<file path="config.mk">
export PLATFORM = sky130hd
export DESIGN_NAME = auto_offset_ctrl
export DESIGN_NICKNAME = d
export VERILOG_FILES = /design/src/rtl/acoff_pkg.sv /design/src/rtl/acoff_rate_gate.sv /design/src/rtl/acoff_seq.sv /design/src/rtl/acoff_chan.sv /design/src/rtl/auto_offset_ctrl.sv
export SDC_FILE = /design/constraint.sdc
export NUM_CORES = 1
export LEC_CHECK = 0
export BUFFER_PORTS_ARGS = -buffer_cell sky130_fd_sc_hd__buf_4
export CORE_MARGIN = 3
export CORE_UTILIZATION = 60
export CTS_CLUSTER_DIAMETER = 150
export DETAILED_ROUTE_END_ITERATION = 10
export PLACE_DENSITY = 0.95
export SLEW_MARGIN = 20
export SYNTH_ARGS = -nofsm -noshare
export SYNTH_HDL_FRONTEND = slang
export SYNTH_SLANG_ARGS = --single-unit
</file>
<file path="constraint.sdc">
create_clock -name clk -period 7.2 [get_ports clk]
set_input_delay 0.36 -clock clk [delete_from_list [all_inputs] [get_ports clk]]
set_output_delay 0.36 -clock clk [all_outputs]
set_load 0.005 [all_outputs]
</file>
<file path="src/rtl/acoff_pkg.sv">
package acoff_pkg;
    typedef enum logic [1:0] {
        S_OFF,
        S_WAIT,
        S_SAMPLE,
        S_APPLY
    } seq_state_t;
endpackage

</file>
<file path="src/rtl/acoff_rate_gate.sv">
module acoff_rate_gate #(
    parameter int unsigned DIV_A = 16,
    parameter int unsigned DIV_B = 64
) (
    input  logic       clk,
    input  logic       rst_n,
    input  logic       auto_en,
    input  logic [1:0] rate_sel,
    input  logic       clamp_evt,
    output logic       due
);
    localparam int unsigned CNT_W = $clog2(DIV_B);

    logic [CNT_W-1:0] cnt;
    logic [CNT_W-1:0] last;
    logic             valid;
    logic [1:0]       rate_q;
    logic             en_q;
    logic             changed;

    assign changed = (rate_sel != rate_q) || (auto_en != en_q);

    always_comb begin
        unique case (rate_sel)
            2'b00:   begin last = '0;                 valid = 1'b1; end
            2'b01:   begin last = CNT_W'(DIV_A - 1);  valid = 1'b1; end
            2'b10:   begin last = CNT_W'(DIV_B - 1);  valid = 1'b1; end
            default: begin last = '0;                 valid = 1'b0; end
        endcase
    end

    always_ff @(posedge clk) begin
        if (!rst_n) begin
            cnt    <= '0;
            rate_q <= 2'b00;
            en_q   <= 1'b0;
            due    <= 1'b0;
        end else begin
            rate_q <= rate_sel;
            en_q   <= auto_en;
            if (changed) begin
                cnt <= '0;
                due <= 1'b0;
            end else if (clamp_evt) begin
                if (valid && cnt == last) begin
                    cnt <= '0;
                    due <= 1'b1;
                end else begin
                    cnt <= CNT_W'(cnt + 1'b1);
                    due <= 1'b0;
                end
            end
        end
    end

    // an invalid rate code never arms a correction
    p_rate11_quiet_r6: assert property (@(posedge clk) disable iff (!rst_n)
        ($past(rate_sel) == 2'b11) |-> !due);
endmodule

</file>
<file path="src/rtl/acoff_seq.sv">
module acoff_seq
    import acoff_pkg::*;
(
    input  logic clk,
    input  logic rst_n,
    input  logic auto_en,
    input  logic clamp,
    input  logic hold,
    input  logic due,
    output logic clamp_evt,
    output logic smp_en,
    output logic apply
);
    seq_state_t st;
    seq_state_t st_nx;
    logic       clamp_q;
    logic       rise;

    assign rise = clamp && !clamp_q;

    always_comb begin
        unique case (st)
            S_OFF:    st_nx = auto_en ? S_WAIT : S_OFF;
            S_WAIT:   st_nx = rise ? S_SAMPLE : S_WAIT;
            S_SAMPLE: st_nx = clamp ? S_SAMPLE : S_APPLY;
            S_APPLY:  st_nx = S_WAIT;
            default:  st_nx = S_OFF;
        endcase
        if (!auto_en) st_nx = S_OFF;
    end

    always_ff @(posedge clk) begin
        if (!rst_n) begin
            st      <= S_OFF;
            clamp_q <= 1'b0;
        end else begin
            st      <= st_nx;
            clamp_q <= clamp;
        end
    end

    always_comb begin
        clamp_evt = auto_en && (st == S_WAIT) && rise;
        smp_en    = auto_en && clamp && (((st == S_WAIT) && rise) || (st == S_SAMPLE));
        apply     = auto_en && (st == S_APPLY) && due && !hold;
    end

    // a correction slot always follows a sampling window
    p_apply_after_sample_r3: assert property (@(posedge clk) disable iff (!rst_n)
        (st == S_APPLY) |-> ($past(st) == S_SAMPLE));
endmodule

</file>
<file path="src/rtl/acoff_chan.sv">
module acoff_chan #(
    parameter int unsigned DATA_W   = 8,
    parameter int unsigned BRIGHT_W = 7
) (
    input  logic                clk,
    input  logic                rst_n,
    input  logic                auto_en,
    input  logic                smp_en,
    input  logic                apply,
    input  logic [DATA_W-1:0]   adc,
    input  logic [DATA_W-1:0]   target,
    input  logic [DATA_W-1:0]   manual,
    input  logic [BRIGHT_W-1:0] bright,
    output logic [DATA_W-1:0]   offset,
    output logic [DATA_W-1:0]   pix
);
    localparam int unsigned SUM_W = DATA_W + 2;
    localparam logic [DATA_W-1:0] MID  = DATA_W'(1 << (DATA_W - 1));
    localparam logic [DATA_W-1:0] TOP  = {DATA_W{1'b1}};

    logic [DATA_W-1:0]       smp;
    logic [DATA_W-1:0]       acc;
    logic signed [SUM_W-1:0] sum;
    logic [DATA_W-1:0]       clipped;

    always_comb begin
        sum = $signed({2'b00, adc}) +
              $signed({{(SUM_W - BRIGHT_W){bright[BRIGHT_W-1]}}, bright});
        if (sum < 0)
            clipped = '0;
        else if (sum > $signed({2'b00, TOP}))
            clipped = TOP;
        else
            clipped = sum[DATA_W-1:0];
    end

    always_ff @(posedge clk) begin
        if (!rst_n) begin
            smp <= '0;
            acc <= MID;
            pix <= '0;
        end else begin
            if (smp_en) smp <= adc;
            if (!auto_en) begin
                acc <= MID;
            end else if (apply) begin
                if (smp < target && acc != TOP)
                    acc <= acc + 1'b1;
                else if (smp > target && acc != '0)
                    acc <= acc - 1'b1;
            end
            pix <= auto_en ? clipped : adc;
        end
    end

    assign offset = auto_en ? acc : manual;

    // the loop moves at most one LSB per cycle
    p_step_one_r3: assert property (@(posedge clk) disable iff (!rst_n)
        (auto_en && $past(auto_en)) |->
        (({1'b0, acc} == {1'b0, $past(acc)}) ||
         ({1'b0, acc} == {1'b0, $past(acc)} + 1'b1) ||
         ({1'b0, acc} + 1'b1 == {1'b0, $past(acc)})));

    // no wrap from the top code to the bottom code
    p_no_wrap_r4: assert property (@(posedge clk) disable iff (!rst_n)
        (auto_en && $past(auto_en) && ($past(acc) == TOP)) |-> (acc != '0));

    // loop starts from midscale
    p_start_mid_r2: assert property (@(posedge clk) disable iff (!rst_n)
        (auto_en && !$past(auto_en)) |-> (acc == MID));
endmodule

</file>
<file path="src/rtl/auto_offset_ctrl.sv">
module auto_offset_ctrl #(
    parameter int unsigned NUM_CH   = 3,
    parameter int unsigned DATA_W   = 8,
    parameter int unsigned BRIGHT_W = 7,
    parameter int unsigned DIV_A    = 16,
    parameter int unsigned DIV_B    = 64
) (
    input  logic                         clk,
    input  logic                         rst_n,
    input  logic                         auto_en,
    input  logic                         hold,
    input  logic [1:0]                   rate_sel,
    input  logic                         clamp,
    input  logic [NUM_CH*DATA_W-1:0]     adc_data,
    input  logic [NUM_CH*DATA_W-1:0]     target_code,
    input  logic [NUM_CH*DATA_W-1:0]     manual_offset,
    input  logic [NUM_CH*BRIGHT_W-1:0]   bright_adj,
    output logic [NUM_CH*DATA_W-1:0]     offset_out,
    output logic [NUM_CH*DATA_W-1:0]     pix_out
);
    logic clamp_evt;
    logic smp_en;
    logic apply;
    logic due;

    acoff_rate_gate #(.DIV_A(DIV_A), .DIV_B(DIV_B)) u_gate (
        .clk       (clk),
        .rst_n     (rst_n),
        .auto_en   (auto_en),
        .rate_sel  (rate_sel),
        .clamp_evt (clamp_evt),
        .due       (due)
    );

    acoff_seq u_seq (
        .clk       (clk),
        .rst_n     (rst_n),
        .auto_en   (auto_en),
        .clamp     (clamp),
        .hold      (hold),
        .due       (due),
        .clamp_evt (clamp_evt),
        .smp_en    (smp_en),
        .apply     (apply)
    );

    for (genvar c = 0; c < NUM_CH; c++) begin : g_ch
        acoff_chan #(.DATA_W(DATA_W), .BRIGHT_W(BRIGHT_W)) u_chan (
            .clk     (clk),
            .rst_n   (rst_n),
            .auto_en (auto_en),
            .smp_en  (smp_en),
            .apply   (apply),
            .adc     (adc_data[c*DATA_W +: DATA_W]),
            .target  (target_code[c*DATA_W +: DATA_W]),
            .manual  (manual_offset[c*DATA_W +: DATA_W]),
            .bright  (bright_adj[c*BRIGHT_W +: BRIGHT_W]),
            .offset  (offset_out[c*DATA_W +: DATA_W]),
            .pix     (pix_out[c*DATA_W +: DATA_W])
        );
    end

    // a hold seen on the previous edge leaves every loop offset unchanged
    p_hold_freeze_r7: assert property (@(posedge clk) disable iff (!rst_n)
        (auto_en && $past(auto_en) && $past(hold)) |-> $stable(offset_out));
endmodule

</file>
# Word-level counts from Yosys, hierarchy flattened
# Index checks and enable logic that the tools add are counted.
# word_totals
in_bits,100
wordCells,109
regBits,85
# op_classes
add_sub_neg,10
n_eq_ne,11
n_mux,25
reduce_logical,35
n_lt_le_gt_ge,12
bitwise,1
# op_table
op,n
$mux 8,18
$add 9x7->10,3
$gt 10x9->1 const B,3
$lt 10x1->1 const B,3
$add 8x1->8 const B,3
$gt 8x8->1,3
$lt 8x8->1,3
$ne 8x8->1 const B,3
$reduce_bool 8->1,3
$sub 8x1->8 const B,3
$logic_and 1x1->1,16
$pmux 6 s2,1
$reduce_and 2->1,4
$add 6x1->6 const B,1
$eq 2x2->1 const B,3
$eq 6x6->1,1
$mux 6,1
$pmux 2 s3,1
$reduce_bool 2->1,3
$eq 2x1->1 const B,2
$logic_not 2->1,2
$reduce_or 2->1,2
$mux 1,3
$reduce_or 3->1,1
other kinds (6),8

# Logic depth before layout (Yosys ltp)
# logic_depth
word_depth,5
ltp_mapped,12
mapped_depth_nobuf,12

# Hierarchy
# From an unflattened synthesis, not the netlist that was laid out.
# hier_totals
cells_unflattened,769
area_unflattened_um2,6662.6
# by_module_without_submodules
mod,instances,area_each_um2,cells_per_inst
acoff_chan (g_ch[1].u_chan ...),2,1991.9,233
acoff_chan (g_ch[0].u_chan),1,2003.2,230
acoff_rate_gate,1,469.2,50
acoff_seq,1,206.4,23

# Worst setup path after synthesis
# Ideal clock, no wire load.
# synth_path
path_type,input-to-reg
from,in target_code[2]
to,reg g_ch[0].u_chan.acc[7]
t_arrival_ns,2.976
setup_slack_ns,4.162
cell_stages,12
required_time_ns,7.138
path_cell_list,inv_1 > ha_1 > nand3_1 > o221a_1 > o21ai_1 > ha_1 > a21oi_1 > o211ai_1 > o41ai_1 > xor2_1 > or3_1 > nand3_1
# synth_between
elab_chain_cells,4
# synth_lines
element,line,source
start: declaration,auto_offset_ctrl.sv:15,"input logic [NUM_CH*DATA_W-1:0] target_code,"
$gt 8x8->1 or $lt 8x8->1 (tied branches),"acoff_chan.sv:49, acoff_chan.sv:47",
$logic_and 1x1->1 (on tied branches),"acoff_chan.sv:49, acoff_chan.sv:47",
$reduce_bool 2->1 (no line),--,
$reduce_and 2->1 (no line),--,
end signal: assignment,acoff_chan.sv:48,acc <= acc + 1'b1;
end signal: assignment,acoff_chan.sv:50,acc <= acc - 1'b1;
end: declaration,acoff_chan.sv:22,logic [DATA_W-1:0] acc;
# Several ways; a longest one is shown, not always the timed one.
# A chain may end at the register's enable or synchronous reset.

# Final worst setup path
# layout_path
from,reg g_ch[0].u_chan.smp[2]
to,reg g_ch[0].u_chan.acc[7]
# layout_between
elab_chain_cells,4
# layout_lines
element,line,source
start: declaration,acoff_chan.sv:21,logic [DATA_W-1:0] smp;
start signal: assignment,acoff_chan.sv:39,smp <= '0;
start signal: assignment,acoff_chan.sv:43,if (smp_en) smp <= adc;
$gt 8x8->1 or $lt 8x8->1 (tied branches),"acoff_chan.sv:49, acoff_chan.sv:47",
$logic_and 1x1->1 (on tied branches),"acoff_chan.sv:49, acoff_chan.sv:47",
$reduce_bool 2->1 (no line),--,
$reduce_and 2->1 (no line),--,
# Several ways; a longest one is shown, not always the timed one.

==> results.txt <==
----------------------------------------------------
[Run status]
  Run status ... completed

[Critical path]
  Startpoint type of the worst setup path ... flop
  Buffers and inverters on the worst path ... 0
  CP Data Arrival Time ... around 3.6 ns
  Largest stage delay, worst path ... approximately 0.66 ns
  Number of cells on the worst reg-to-reg path ... 11
  Cell family contributing the most delay on the critical path ... compound AO/OA/AOI/OAI gates
  Worst-path fanout max ... 9
  Total stage count of the critical path ... 11
  Series of cell instances along the critical path ... ha_1 -> nand3_1 -> o221a_1 -> o21ai_1 -> ha_1 -> a21oi_1 -> o211ai_1 -> o41ai_1 -> xor2_1 -> or3_1 -> nand3_1
  Worst reg-to-reg setup slack ... roughly 3.9 ns
  Worst path slowest cell ... sky130_fd_sc_hd__o21ai_1
  Endpoint type of the worst setup path ... flop
  Setup Crit Path Kind ... reg -> reg
  Data required time of the worst path ... about 7.5 ns

[Clocking]
  Clock net sink count ... 85
  Setup bufs post-CTS ... 0
  CTS hold repair buffers ... 0
  Clock transition at the registers of the reported paths ... ~0.10 ns
  Total clock buffers created by CTS ... 9
  Maximum root-to-sink buffer count ... 2
  Max H-tree Level ... 3
  CTS tree ... built
  Clock latency of the later-clocked register in the worst-skew pair ... 0.36 ns
  Cells resized by post-CTS repair ... 0
  Clk Tree Root Cell ... sky130_fd_sc_hd__clkbuf_8

[Yosys]
  Count of yosys warnings during synthesis ... 0
  Synthesized area ... roughly 6400 µm²
  Primary flip-flop cell chosen by synthesis mapping ... sky130_fd_sc_hd__dfxtp_1
  Library cell with the largest summed area after synthesis ... sky130_fd_sc_hd__dfxtp_1
  Seq/Total Area, Yosys ... between 20% and 30%
  Post-synthesis register bit count ... 85
  EDFF count, synth ... 0
  Net Count, Synth ... between 900 and 1000
  Yosys top cell area share ... between 20% and 30%
  Synth cell types ... 56
  Cell count after synthesis ... about 770
  Average footprint of a synthesized cell ... about 8.4 µm²
  Synth area leaders ... sky130_fd_sc_hd__dfxtp_1, sky130_fd_sc_hd__ha_1, sky130_fd_sc_hd__mux2_2
  Post-synthesis async set-or-reset flop share ... 0%

[Power]
  Standby leakage power ... 0.00370 µW
  PD cells ... 151 nW/µm²
  Peak supply drop ... around 0.13 mV

[Die]
  Initial standard-cell utilization of the core ... 61.8%
  Placeable Area ... approximately 10000 µm²
  Die ar. ... ~12000 µm²
  Die W ... around 110 µm
  FP Rows ... 37
  Vertical extent of the die ... about 110 µm
  Ports ... around 150

[Timing]
  Count of pins over their slew limit ... 0
  Minimum clock period ... about 3.3 ns
  Final-report hold violation count ... 0
  Worst Tran Pin Value ... between 1 and 1.5 ns
  Final worst path period share ... 46.0%
  Sum of negative setup slack ... 0 ns
  Highest clock rate ... just over 0.3 GHz
  Slew margin rel. ... a little under a third
  Setup violations, final ... 0
  Final setup skew ... 0.0175 ns
  RSZ-0062 raised after global routing ... no

[Route]
  Total length of routed wires ... between 15000 and 20000 µm
  First-pass detailed-route iteration total ... 5
  Mean routed wirelength per cell ... approximately 15 µm
  DRC viols ... 0
  Iter 0 DRT Violations ... between 300 and 400
  Detail Route Antenna Nets ... 0
  Vias ... 6073
  Post-detailed-route via-to-cell ratio ... slightly below 6

[Global route]
  Met1 track utilization from global routing ... ~30%
  Global Route met2 Usage ... 46.3%
  GRT Util Overall ... 25.6%
  Global-route wire length before repair ... roughly 25000 µm
  Most congested layer reported by global routing ... met2
  Antenna violations before repair ... 0
  Pin count of the biggest net entering global routing ... 67
  Number of global-route vias before repair ... 5820
  Total overflow reported by the global router ... 0
  Global-route met3 utilization ... approximately 4%

[Final layout]
  Number of diodes added for antenna fixing ... 0
  Highest-count cells in the layout ignoring fill and taps ... sky130_fd_sc_hd__buf_4, sky130_fd_sc_hd__dfxtp_1, sky130_fd_sc_hd__ha_1
  Fraction of layout instances using a drive strength above 1 ... 21.6%
  Area Growth Syn to Fin ... 22.2%
  Commonest non-fill, non-tap cell in the layout ... sky130_fd_sc_hd__buf_4
  Number of nets in the layout ... approximately 1100
  Final Instance Count excl. Fillers ... approximately 1000

[Min path]
  Tightest Hold Check Type ... in -> reg
  Number of cells traversed by the worst hold path ... 2

[Placed design]
  Final RePlAce weighted congestion ... slightly below 0.9
  IO buf count ... 147
  Total half-perimeter wirelength after legalization and detailed placement ... about 12000 µm
  DP Cell Count ... between 1000 and 1500

[Run]
  Max-capacitance violation count ... 0

----------------------------------------------------
power by group:
part	internal (µW)	switching, µW	total [µW]
registers	486	6.62	492
logic	140	133	273
clock network	233	185	418
registers in the layout (all words and copies together), names as in the netlist:
signal,count
g_ch.u_chan.smp,24
g_ch.u_chan.pix,24
g_ch.u_chan.acc,24
u_gate.due,1
u_gate.en_q,1
u_gate.cnt,6
u_gate.rate_q,2
u_seq.clamp_q,1
u_seq.st,2
cell type report:
cell class	count	area, µm²
timing repair buffer	147	1100
inverter	60	225
tap	136	170
clock buffer	9	124
clock inverter	7	121
sequential	85	1700
multi-input combinational	599	4390
fill	754	2530
Yosys cell counts (4+ instances only):
master	instances
sky130_fd_sc_hd__nor2_1	59
sky130_fd_sc_hd__or3_1	4
sky130_fd_sc_hd__a31oi_1	16
sky130_fd_sc_hd__xnor2_1	22
sky130_fd_sc_hd__dfxtp_1	85
sky130_fd_sc_hd__a221oi_1	5
sky130_fd_sc_hd__o21ai_0	23
sky130_fd_sc_hd__or4_1	4
sky130_fd_sc_hd__and4_1	6
sky130_fd_sc_hd__nand2_1	71
sky130_fd_sc_hd__nor2b_1	26
sky130_fd_sc_hd__nand3_1	23
sky130_fd_sc_hd__o41ai_1	6
sky130_fd_sc_hd__fa_1	6
sky130_fd_sc_hd__nand2b_1	5
sky130_fd_sc_hd__a21oi_1	42
sky130_fd_sc_hd__nor3_1	15
sky130_fd_sc_hd__and2_1	4
sky130_fd_sc_hd__xor2_1	18
sky130_fd_sc_hd__a211oi_1	5
sky130_fd_sc_hd__o22ai_1	4
sky130_fd_sc_hd__mux2_2	26
sky130_fd_sc_hd__a21boi_0	25
sky130_fd_sc_hd__o21a_1	17
sky130_fd_sc_hd__and3_1	6
sky130_fd_sc_hd__o21ai_1	4
sky130_fd_sc_hd__nand4_1	6
sky130_fd_sc_hd__nor4_1	7
sky130_fd_sc_hd__a21o_1	14
sky130_fd_sc_hd__o21bai_1	4
sky130_fd_sc_hd__clkbuf_1	17
sky130_fd_sc_hd__mux2i_1	18
sky130_fd_sc_hd__inv_1	60
sky130_fd_sc_hd__ha_1	76
sky130_fd_sc_hd__o211ai_1	4
logic make-up after synthesis:
| group | share of synthesized area [%] |
|---|---|
| buffers and inverters | 4.97 |
| adders and majority gates | 16.7 |
| muxes | 7.37 |
| DFF | 26.5 |
| and+or+nand+nor | 19.0 |
| AOI/OAI and AO/OA | 20.0 |
| xor gates and xnor gates | 5.46 |
layer usage:
layer | routed length (µm) | vias up
met5 | 0 | -
met4 | 471 | 0
met3 | 768 | 46
met2 | 7940 | 194
met1 | 6540 | 2832
li1 | - | 3001
path summary, 6_finish.rpt:
kind | startpoint | end
max | g_ch[0].u_chan.smp[2]$_SDFFE_PN0P_ | g_ch[0].u_chan.acc[7]$_SDFFE_PN1P_
min | clamp | u_seq.st[0]$_SDFF_PN0_
min reg2reg | g_ch[0].u_chan.smp[0]$_SDFFE_PN0P_ | g_ch[0].u_chan.smp[0]$_SDFFE_PN0P_
max reg2reg | g_ch[0].u_chan.smp[2]$_SDFFE_PN0P_ | g_ch[0].u_chan.acc[7]$_SDFFE_PN1P_
metrics by stage:
stage               hold slack (ns)  util (%)  instance area (µm²)  total power, µW  setup slack (ns)
floorplan                     0.441         -                 6410              663              4.16
global placement              0.453      73.2                 7590              764              3.86
detailed placement            0.462      73.2                 7590              773              3.75
CTS                           0.240      75.6                 7840             1190              3.90
global route                  0.253      75.6                 7840             1240              3.66
finish                        0.245      75.6                 7840             1180              3.89
No activity file was read; power rests on OpenSTA's default activity.
